<file path="src/rtl/abd_pkg.sv">
package abd_pkg;

    typedef enum logic [1:0] {
        ST_HUNT    = 2'd0,
        ST_MEASURE = 2'd1,
        ST_LOCKED  = 2'd2
    } abd_state_e;

endpackage

</file>
<file path="src/rtl/abd_sync.sv">
module abd_sync #(
    parameter int STAGES = 2
) (
    input  logic clk,
    input  logic rst,
    input  logic d,
    output logic q
);
    logic [STAGES-1:0] chain;

    generate
        if (STAGES == 1) begin : g_single
            always_ff @(posedge clk) begin
                if (rst) chain <= 1'b1;
                else     chain <= d;
            end
        end else begin : g_multi
            always_ff @(posedge clk) begin
                if (rst) chain <= '1;
                else     chain <= {chain[STAGES-2:0], d};
            end
        end
    endgenerate

    assign q = chain[STAGES-1];
endmodule

</file>
<file path="src/rtl/abd_satcnt.sv">
module abd_satcnt #(
    parameter int W = 16
) (
    input  logic         clk,
    input  logic         rst,
    input  logic         inc,
    output logic [W-1:0] value,
    output logic         at_max
);
    localparam logic [W-1:0] MAXV = {W{1'b1}};

    assign at_max = (value == MAXV);

    always_ff @(posedge clk) begin
        if (rst)
            value <= '0;
        else if (inc && !at_max)
            value <= value + W'(1);
    end
endmodule

</file>
<file path="src/rtl/abd_result.sv">
module abd_result #(
    parameter int W          = 16,
    parameter int FAST_LIMIT = 2
) (
    input  logic [W-1:0] measured,
    output logic [W-1:0] divisor,
    output logic [W-1:0] half_delay,
    output logic         fast
);
    localparam logic [W-1:0] LIMIT = W'(FAST_LIMIT);

    always_comb begin
        fast = (measured < LIMIT);
        if (fast) begin
            divisor    = measured;
            half_delay = W'(1);
        end else begin
            divisor    = measured - W'(1);
            half_delay = divisor >> 1;
        end
    end
endmodule

</file>
<file path="src/rtl/autobaud_detector.sv">
module autobaud_detector
    import abd_pkg::*;
#(
    parameter int CNT_W       = 16,
    parameter int SYNC_STAGES = 2,
    parameter int FAST_LIMIT  = 2
) (
    input  logic             clk,
    input  logic             rst,
    input  logic             tick,
    input  logic             rxd_in,
    output logic [CNT_W-1:0] bit_divisor,
    output logic [CNT_W-1:0] rx_first_delay,
    output logic             fast_mode,
    output logic             chan_enable,
    output logic             lock_pulse,
    output logic             cts_out,
    output logic             dsr_out
);
    abd_state_e       state_q, state_d;
    logic             rxd_s;
    logic             cnt_inc;
    logic             cnt_at_max;
    logic [CNT_W-1:0] cnt_val;
    logic [CNT_W-1:0] res_div;
    logic [CNT_W-1:0] res_half;
    logic             res_fast;
    logic             close_hit;

    abd_sync #(.STAGES(SYNC_STAGES)) u_sync (
        .clk (clk),
        .rst (rst),
        .d   (rxd_in),
        .q   (rxd_s)
    );

    abd_satcnt #(.W(CNT_W)) u_cnt (
        .clk    (clk),
        .rst    (rst),
        .inc    (cnt_inc),
        .value  (cnt_val),
        .at_max (cnt_at_max)
    );

    abd_result #(.W(CNT_W), .FAST_LIMIT(FAST_LIMIT)) u_res (
        .measured   (cnt_val),
        .divisor    (res_div),
        .half_delay (res_half),
        .fast       (res_fast)
    );

    // state register
    always_ff @(posedge clk) begin
        if (rst) state_q <= ST_HUNT;
        else     state_q <= state_d;
    end

    // transitions
    always_comb begin
        state_d   = state_q;
        cnt_inc   = 1'b0;
        close_hit = 1'b0;
        unique case (state_q)
            ST_HUNT: begin
                if (tick && !rxd_s) begin
                    cnt_inc = 1'b1;
                    state_d = ST_MEASURE;
                end
            end
            ST_MEASURE: begin
                if (tick && !rxd_s) begin
                    cnt_inc = 1'b1;
                end else if (tick && rxd_s) begin
                    close_hit = 1'b1;
                    state_d   = ST_LOCKED;
                end
            end
            ST_LOCKED: begin
                state_d = ST_LOCKED;
            end
            default: state_d = ST_HUNT;
        endcase
    end

    // handshake outputs
    always_comb begin
        cts_out = (state_q != ST_LOCKED);
        dsr_out = (state_q != ST_LOCKED);
    end

    // locked results
    always_ff @(posedge clk) begin
        if (rst) begin
            bit_divisor    <= '0;
            rx_first_delay <= '0;
            fast_mode      <= 1'b0;
            chan_enable    <= 1'b0;
            lock_pulse     <= 1'b0;
        end else begin
            lock_pulse <= close_hit;
            if (close_hit) begin
                bit_divisor    <= res_div;
                rx_first_delay <= res_half;
                fast_mode      <= res_fast;
                chan_enable    <= 1'b1;
            end
        end
    end
endmodule

</file>
<file path="config.mk">
export PLATFORM = sky130hd
export DESIGN_NAME = autobaud_detector
export DESIGN_NICKNAME = d
export VERILOG_FILES = /design/src/rtl/abd_pkg.sv /design/src/rtl/abd_sync.sv /design/src/rtl/abd_satcnt.sv /design/src/rtl/abd_result.sv /design/src/rtl/autobaud_detector.sv
export SDC_FILE = /design/constraint.sdc
export NUM_CORES = 1
export LEC_CHECK = 0
export ABC_AREA = 0
export BUFFER_PORTS_ARGS = -buffer_cell sky130_fd_sc_hd__buf_2
export CORE_MARGIN = 3
export CORE_UTILIZATION = 44
export DETAILED_ROUTE_END_ITERATION = 6
export HOLD_SLACK_MARGIN = 0.05
export PLACE_DENSITY = 0.67
export SYNTH_ARGS = -nofsm -noshare
export SYNTH_HDL_FRONTEND = slang
export SYNTH_HIERARCHICAL = 1
export SYNTH_SLANG_ARGS = --single-unit
</file>
<file path="constraint.sdc">
create_clock -name clk -period 2.2 [get_ports clk]
set_input_delay 0.22 -clock clk [delete_from_list [all_inputs] [get_ports clk]]
set_output_delay 0.22 -clock clk [all_outputs]
set_load 0.005 [all_outputs]
</file>
# After elaboration in Yosys (flattened, before gate mapping)
# Cells that the tools add are included.
word_totals:
  reg_bits: 55
  inputBits: 4
  output_inout_bits: 37
  word_cells: 37
op_classes:
  n_addsub: 2
  magnitude_cmp: 1
  n_eq_ne: 7
  n_mux: 11
  reduce_logical: 8
op_table:
  columns: ["cell", "count"]
  rows:
  - ["16-bit by 1-bit adder with 16-bit output (second input constant)", 1]
  - ["16-bit equality test (second input constant)", 1]
  - ["16-bit by 2-bit < comparator with 1-bit output (second input constant)", 1]
  - ["16-bit two-way mux", 1]
  - ["16-bit by 1-bit subtractor with 16-bit output (second input constant)", 1]
  - ["15-bit two-way mux", 1]
  - ["2-bit inequality test (second input constant)", 4]
  - ["2-bit two-way mux", 3]
  - ["2-bit case mux with 3 select lines", 1]
  - ["1-bit two-way mux", 5]
  - ["1-bit logical AND", 3]
  - ["3-bit AND reduction", 1]
  - ["2-bit by 1-bit equality test with 1-bit output (second input constant)", 1]
  - ["2-bit equality test (second input constant)", 1]
  - ["1-bit zero test", 2]
  - ["2-bit zero test", 1]
  - ["2-bit OR reduction", 1]

# Logic depth before layout (Yosys ltp)
# Gate-level depths: netlist (run 1).
logic_depth:
  word_depth: 5
  ltp_mapped: 8
  depth_no_buf: 8

# Hierarchy
# Netlist (run 1), hierarchy kept.
modules_own_cells:
  columns: ["mod", "n_inst", "cells_each", "area_per_inst_um2", "seq_area_each_um2"]
  rows:
  - ["autobaud_detector", 1, 172, 1381.3, 740.7]
  - ["abd_satcnt", 1, 100, 878.3, 320.3]
  - ["abd_result", 1, 76, 456.7, 0.0]
  - ["abd_sync", 1, 4, 52.6, 40.0]

# Worst setup path after synthesis (run 1)
# OpenSTA, ideal clock, no wires.
synth_timing:
  kind: "reg2reg"
  startpoint: "register u_cnt.value[8]"
  endpoint: "register rx_first_delay[13]"
  setup_time_ns: 0.070
  arrival_ns: 2.208
  required_ns: 2.130
  slack_ns: -0.078
  path_stages_with_launch: 8
  path_buffers: 1
  period_less_slack_ns: 2.278
  path_cell_list: "dfxtp_1 > or4_4 > or4_4 > buf_6 > or4_4 > nand2_1 > nand2_1 > a21oi_1"
synth_via:
  elab_chain_len: 2
  elab_cells_between_ends: 3
  classes_between: "add/sub (1); order compare (1); mux (1)"
synth_lines:
  columns: ["element", "line_no", "source"]
  rows:
  - ["start: declaration", "abd_satcnt.sv:7", "output logic [W-1:0] value,"]
  - ["start signal: assignment", "abd_satcnt.sv:18", "value <= value + W'(1);"]
  - ["16-bit by 1-bit subtractor with 16-bit output or 16-bit by 2-bit < comparator with 1-bit output (tied branches)", "abd_result.sv:18, abd_result.sv:13", null]
  - ["15-bit two-way mux (*)", "abd_result.sv:14", "if (fast) begin"]
  - ["net res_half[13]", "autobaud_detector.sv:26", "logic [CNT_W-1:0] res_half;"]
  - ["end signal: assignment", "autobaud_detector.sv:103", "rx_first_delay <= res_half;"]
  - ["end: declaration", "autobaud_detector.sv:13", "output logic [CNT_W-1:0] rx_first_delay,"]
# The timed path passes the listed nets; every way through them passes the cells marked *.
# A chain may end at the register's enable or synchronous reset.

# Worst setup path after layout (run 1)
layout_timing:
  startpoint: "register u_cnt.value[10]"
  endpoint: "register rx_first_delay[0]"
layout_via:
  elab_chain_len: 2
layout_lines:
  columns: ["element", "line_no", "source"]
  rows:
  - ["16-bit by 2-bit < comparator with 1-bit output", "abd_result.sv:13", "fast = (measured < LIMIT);"]
  - ["net res_fast", "autobaud_detector.sv:27", "logic res_fast;"]
  - ["15-bit two-way mux", "abd_result.sv:14", null]
  - ["net res_half[0]", "autobaud_detector.sv:26", null]
# The timed path passes the listed nets, and every way through them passes these cells.

==> summary.md, run 1 <==
| Metric | Value |
|---|---|
| Status | finished clean |
| Synthesized Nets | 361 |
| Post-DR wirelength/cell | 13.51 µm |
| Share of layout cells above drive strength 1 | 0.2445 |
| VDD IR-drop max | 0.2895 mV |
| IO Pins | 41 |
| Final min period | 2148 ps |
| Antenna Violating Nets Remaining | 0 |
| Sw frac | 0.2520 |
| Final worst-path cycle share | 0.9763 |
| Clk_lat worst skew | 310 ps |
| Port Buffer Count | 40 |
| # Max-Cap Violations | 0 |
| CTS Buffer Depth | 2 |
| Final Hold Fails | 0 |
| Fmax | 465.6 MHz |
| Logic pwr share | 0.087 |
| Crit path max-delay cell type | or4_4 |
| Clock transition at path regs | 100 ps |
| Die X-Extent | 85.33 µm |
| HPWL after DPL | 4619 µm |
| FF-to-FF Start | u_cnt/value[10] |
| R2R Setup Slk | 50 ps |
| Area Overhead vs Synth | 19.07% |
| Worst Hold Class | in2reg |
| Area leader, netlist | dfxtp_1 |
| DR vias/cell | 5.434 |
| Top cell by count, worst path | or4_4 |
| Num CTS Buffers | 5 |
| Yosys cell types | 48 |
| Delay-heaviest family, CP | simple AND/OR/NAND/NOR gates |
| Via Count | 2,630 |
| Final GP Congestion | 0.7998 |
| Cells after synthesis | 352 |
| Final Hold Slack | 88.61 ps |
| Synth top area cells | dfxtp_1 (40%), nand2_1 (11%), a21oi_1 (9.2%) |
| Hold EP | u_sync/chain[0] |
| Unrepaired setup endpoints after global routing | yes |
| Clock sink total | 55 |
| Die Area | 7281 µm² |
| Mapped cell area | 2769 µm² |
| Synthesized area per cell | 7.866 µm² |
| Gr usage total | 0.1753 |
| Initial antenna violation count | 0 |
| Die H | 85.33 µm |
| Hold path cells | 2 |
| Antenna Cells | 0 |
| Sequential-to-total area share from yosys stat | 0.3977 |
| CP Cell Sequence | or4_4 -> or4_4 -> nor3_4 -> buf_6 -> nand2b_1 -> nand2_1 -> a21oi_1 |
| Wire length of the first global-routing pass | 10,360 µm |
| Register share of total power | 0.582 |
| Sw power | 437.0 µW |
| Reg2reg end | rx_first_delay[0] |
| Starting Density | 0.4622 |
| Pwr Density | 526.1 nW/µm² |
| Clk pwr share | 0.330 |
| Vias in the first global route | 2,188 |
| WP buf/inv | 1 |
| Max_slew headroom | 0.6150 |
| #FFs+latches synth | 55 |
| Final Non-Filler Cells | 484 |
| Congestion Overflow GR | 0 |
| Crit path largest cell delay | 540 ps |
| Worst-margin pin slew | 577.5 ps |
| Hold path start | rxd_in |
| Largest net degree at the start of global routing | 35 |
| Starting DRT DRC Count | 149 |
| Leakage power | 1.358 nW |
| Main synth FF type | dfxtp_1 |
| Post-synth ARST share | 0 |
| Worst Skew | 11.14 ps |
| Fillcell total | 581 |
| Rows | 28 |
| Startpoint type of the worst setup path | flop |
| Post-synth EDFFs | 0 |
| Placed insts | 475 |
| Final setup violation count | 0 |
| DRC | 0 |
| Max-slew violation count | 0 |
| Clk Tree Root Cell | clkbuf_8 |
| Fin nets | 417 |
| Post-synth top area share | 0.3977 |
| WP data arrival | 2390 ps |
| H-tree lvl count | 2 |
| CTS tree | yes |
| Critical path class | reg2reg |
| R2R cell count | 7 |
| Internal Pwr Total | 1.297 mW |
| YS warnings | 6 |
| Crit-path max FO | 14 |
| CP endpoint kind | flop |
| Router iterations before antenna repair | 4 |
| Worst Path Required | 2440 ps |
| Detailed Route WL | 6537 µm |
| CORE AREA | 5991 µm² |
==> logic make-up (layout without fill, tap and decap cells) <==
| logic type | after synthesis | in the layout | synth area share |
|---|---|---|---|
| multiplexers | 5 | 5 | 0.02078 |
| flip-flops | 55 | 55 | 0.3977 |
| XOR/XNOR | 9 | 9 | 0.02847 |
| AO/OA/AOI/OAI | 75 | 75 | 0.1658 |
| AND/OR/NAND/NOR | 176 | 176 | 0.3145 |
| buffers and inverters | 26 | 83 | 0.04880 |
| other | 1 | 1 | 0.001354 |
| adder cells (fa/ha/maj) | 5 | 5 | 0.02259 |
==> layout by cell type, fill, tap and decap left out, types with 3 or more instances in the layout <==
master    netlist  routed
nand2_1        84      83
a21oi_1        51      51
dfxtp_1        55      51
buf_2           6      40
nor2_1         32      32
buf_4           4      27
nand3_1         8       7
nor3_1          7       7
inv_1           6       6
o31ai_1         6       6
nand2b_1        5       5
ha_1            5       5
clkbuf_8        0       5
xor2_1          5       5
or4_1           5       5
o21ai_0         6       5
nor2b_1         4       4
o21ai_1         3       4
or3_1           4       4
xnor2_1         4       4
nand4_1         3       3
nor4_2          1       3
or2_1           3       3
nor4_1          5       3
dfxtp_2         0       3
or4_4           3       3
==> power by group through the flow <==
stage                     clock, mW  sequential (mW)  combinational, mW
after floorplan                   0             1.03              0.113
after global placement            0             1.03              0.149
after detailed placement          0             1.03              0.151
after CTS                     0.591             1.01              0.151
after global routing          0.640             1.01              0.166
final                         0.573             1.01              0.152
==> cell type report <==
cell class,count,area (µm²),share of cell area
sequential,55,1109,0.3362
multi-input combinational,271,1553,0.4710
inverter,6,22.52,0.006831
timing repair buffer,69,425.4,0.1290
clock inverter,3,25.02,0.007590
clock buffer,5,68.82,0.02087
tap,75,93.84,0.02846
==> how the worst max path moves through the flow <==
stage               startpoint            endpoint  slack [ps]  cells after the start
2_1_floorplan  u_cnt/value[10]  rx_first_delay[13]          -5                      7
3_3_place_gp   u_cnt/value[10]     bit_divisor[14]          60                      6
3_5_place_dp   u_cnt/value[10]  rx_first_delay[13]          40                      6
4_1_cts        u_cnt/value[10]  rx_first_delay[13]          20                      6
5_1_grt        u_cnt/value[10]      bit_divisor[4]         -30                      7
6_report       u_cnt/value[10]   rx_first_delay[0]          50                      7
==> flip-flops by register name (all words and copies together), names as in the netlist <==
register / cells
chan_enable: 1
fast_mode: 1
state_q: 2
rx_first_delay: 16
u_sync/chain: 2
lock_pulse: 1
u_cnt/value: 16
bit_divisor: 16
==> cell usage after synthesis, types with 6 or more instances <==
library cell / count
nand3_1: 8
o31ai_1: 6
buf_2: 6
clkbuf_1: 7
inv_1: 6
a21oi_1: 51
nand2_1: 84
o21ai_0: 6
dfxtp_1: 55
nor2_1: 32
nor3_1: 7
==> worst register-to-register path, stage by stage (launching register included) <==
cell and delay [ps]:
dfxtp_2 330, or4_4 530, or4_4 540, nor3_4 220, buf_6 190, nand2b_1 110, nand2_1 40, a21oi_1 120
==> routing by layer <==
layer / global-route usage / wire length, µm / up-vias
met5: 0 / 0 / -
met4: 0.07626 / 86 / 0
met3: 0.02621 / 328 / 12
met2: 0.2691 / 3083 / 65
met1: 0.2437 / 3039 / 1221
li1: - / - / 1332
==> metrics by stage <==
| stage | util | TNS (ps) | worst slack [ps] | instance area (µm²) | total power, mW |
|---|---|---|---|---|---|
| after floorplan | - | -10.09 | -5.078 | 2776 | 1.146 |
| after global placement | 0.5288 | 0 | 56.40 | 3168 | 1.182 |
| after detailed placement | 0.5288 | 0 | 37.67 | 3168 | 1.184 |
| after CTS | 0.5445 | 0 | 22.05 | 3262 | 1.752 |
| after global routing | 0.5503 | -206.4 | -34.25 | 3297 | 1.818 |
| final | 0.5503 | 0 | 52.24 | 3297 | 1.734 |
==> what timing repair did <==
item | CTS | global route
setup buffers | 0 | 1
hold buffers | 0 | 0
endpoints found under the setup margin | 0 | 17
gates resized for setup | 0 | 7
(Power assumes the default switching activity.)
==> run 2, diff against run 1 <==
CORE_MARGIN = not set   (was 3)
GPL_TIMING_DRIVEN = 0   (was not set)
==> summary.md, run 2 (same netlist as run 1, synthesis figures left out) <==
| Metric | Value |
|---|---|
| Initial antenna violation count | 0 |
| Router iterations before antenna repair | 5 |
| DRC | 0 |
| Worst Skew | 9.567 ps |
| Max-slew violation count | 0 |
| Most common cell after layout, fill and taps aside | nand2_1 |
| Starting DRT DRC Count | 169 |
| Final min period | 2198 ps |
| Rows | 28 |
| Clk Tree Root Cell | clkbuf_8 |
| Num CTS Buffers | 5 |
| Fin area | 3406 µm² |
| Antenna Cells | 0 |
| Final Non-Filler Cells | 488 |
| Worst Path Required | 2380 ps |
| Port Buffer Count | 40 |
| # Max-Cap Violations | 0 |
| Wire length of the first global-routing pass | 11,050 µm |
| Placed cell area | 3070 µm² |
| Final worst-path cycle share | 0.9992 |
| Startpoint type of the worst setup path | flop |
| Fillcell total | 579 |
| Via Count | 2,684 |
| Max_slew headroom | 0.6481 |
| IO Pins | 41 |
| Post-DR wirelength/cell | 14.07 µm |
| Pwr Density | 515.8 nW/µm² |
| Hold path start | rxd_in |
| Critical path class | reg2reg |
| CTS tree | yes |
| Clock transition at path regs | 90 ps |
| Fin Setup TNS | 0 ps |
| Reg2reg end | rx_first_delay[1] |
| CORE AREA | 5991 µm² |
| DR vias/cell | 5.500 |
| FF-to-FF Start | u_cnt/value[9] |
| Area Overhead vs Synth | 23.00% |
| Worst Hold Class | in2reg |
| Largest net degree at the start of global routing | 17 |
| Starting Density | 0.4622 |
| Worst-margin pin slew | 523.8 ps |
| Antenna Violating Nets Remaining | 0 |
| Congestion Overflow GR | 0 |
| Unrepaired setup endpoints after global routing | yes |
| Clk_lat worst skew | 310 ps |
| Final Core Density | 0.5685 |
| Vias in the first global route | 2,402 |
| Crit-path max FO | 10 |
| VDD IR-drop max | 0.2516 mV |
| Fmax | 454.9 MHz |
| Die H | 81.33 µm |
| Die Area | 6615 µm² |
| Final Hold Fails | 0 |
| H-tree lvl count | 2 |
| CP endpoint kind | flop |
| Gr usage total | 0.2160 |
| Fin nets | 421 |
| Final setup violation count | 0 |
| Clock sink total | 55 |
| Final GP Congestion | 0.8402 |
| Placed insts | 467 |
| Share of layout cells above drive strength 1 | 0.2736 |
| Hold EP | u_sync/chain[0] |
| Hold path cells | 2 |
| Die X-Extent | 81.33 µm |
| R2R cell count | 8 |
| HPWL after DPL | 4759 µm |
| CTS Buffer Depth | 2 |
| WP data arrival | 2380 ps |
| Largest regs | bit_divisor (16), rx_first_delay (16), u_cnt/value (16) |
| Most frequent cells in the layout | nand2_1 (81), a21oi_1 (47), dfxtp_1 (47), buf_2 (46), nor2_1 (31) |
| Status | finished clean |
| Detailed Route WL | 6868 µm |
| Leakage power | 1.392 nW |
| R2R Setup Slk | 2 ps |
## run 2: what timing repair did
action                                  CTS  global route
hold buffers                              0             0
setup buffers                             6             8
endpoints found under the hold margin     0             0
gates cloned                              0             1
gates resized for setup                  14            22
pin swaps                                 3             7
endpoints found under the setup margin   32            36
## run 2: cell type report
class | instances | area, µm² | area share
tap | 75 | 93.84 | 0.02755
sequential | 55 | 1121 | 0.3292
multi-input combinational | 271 | 1627 | 0.4776
inverter | 6 | 22.52 | 0.006613
clock buffer | 7 | 86.33 | 0.02535
clock inverter | 1 | 8.758 | 0.002572
buffer | 19 | 116.4 | 0.03417
timing repair buffer | 54 | 330.3 | 0.09699
## run 2: routing by layer
layer	GRT usage	up-vias	part of all wire
met5	0	-	0
li1	-	1339	-
met3	0.04157	6	0.055
met4	0.07500	0	0.012
met2	0.3567	80	0.48
met1	0.2783	1259	0.45
## run 2: metrics by stage
| step | hold slack (ps) | worst slack, ps | power [mW] |
|---|---|---|---|
| after floorplan | 317.1 | -5.078 | 1.146 |
| after global placement | 386.6 | -165.8 | 1.182 |
| after detailed placement | 426.4 | -211.7 | 1.184 |
| after CTS | 105.6 | -23.12 | 1.762 |
| after global routing | 109.5 | -57.32 | 1.840 |
| final | 110.8 | 1.752 | 1.757 |
## run 2: how the worst max path moves through the flow
stage / startpoint / endpoint / slack (ps) / depth (start not counted)
6_report: u_cnt/value[9] / rx_first_delay[1] / 2 / 8
2_1_floorplan: u_cnt/value[10] / rx_first_delay[13] / -5 / 7
3_3_place_gp: u_cnt/value[10] / rx_first_delay[1] / -170 / 8
5_1_grt: u_cnt/value[9] / rx_first_delay[0] / -60 / 8
3_5_place_dp: state_q[1] / u_cnt/value[10] / -210 / 8
4_1_cts: u_cnt/value[10] / bit_divisor[13] / -20 / 6
## run 2: report_power, final
group	switching, mW	internal, mW	total [mW]
registers	0.00805	0.999	1.01
clock network	0.326	0.259	0.585
logic	0.0939	0.0703	0.164
## run 2: worst max-delay path, stage by stage (launching register included)
cell and delay (ps):
dfxtp_4 360, or4_4 530, or4_4 470, nor3_4 220, buf_6 170, buf_8 140, a21oi_1 50, nand2_1 90
a21oi_2 50
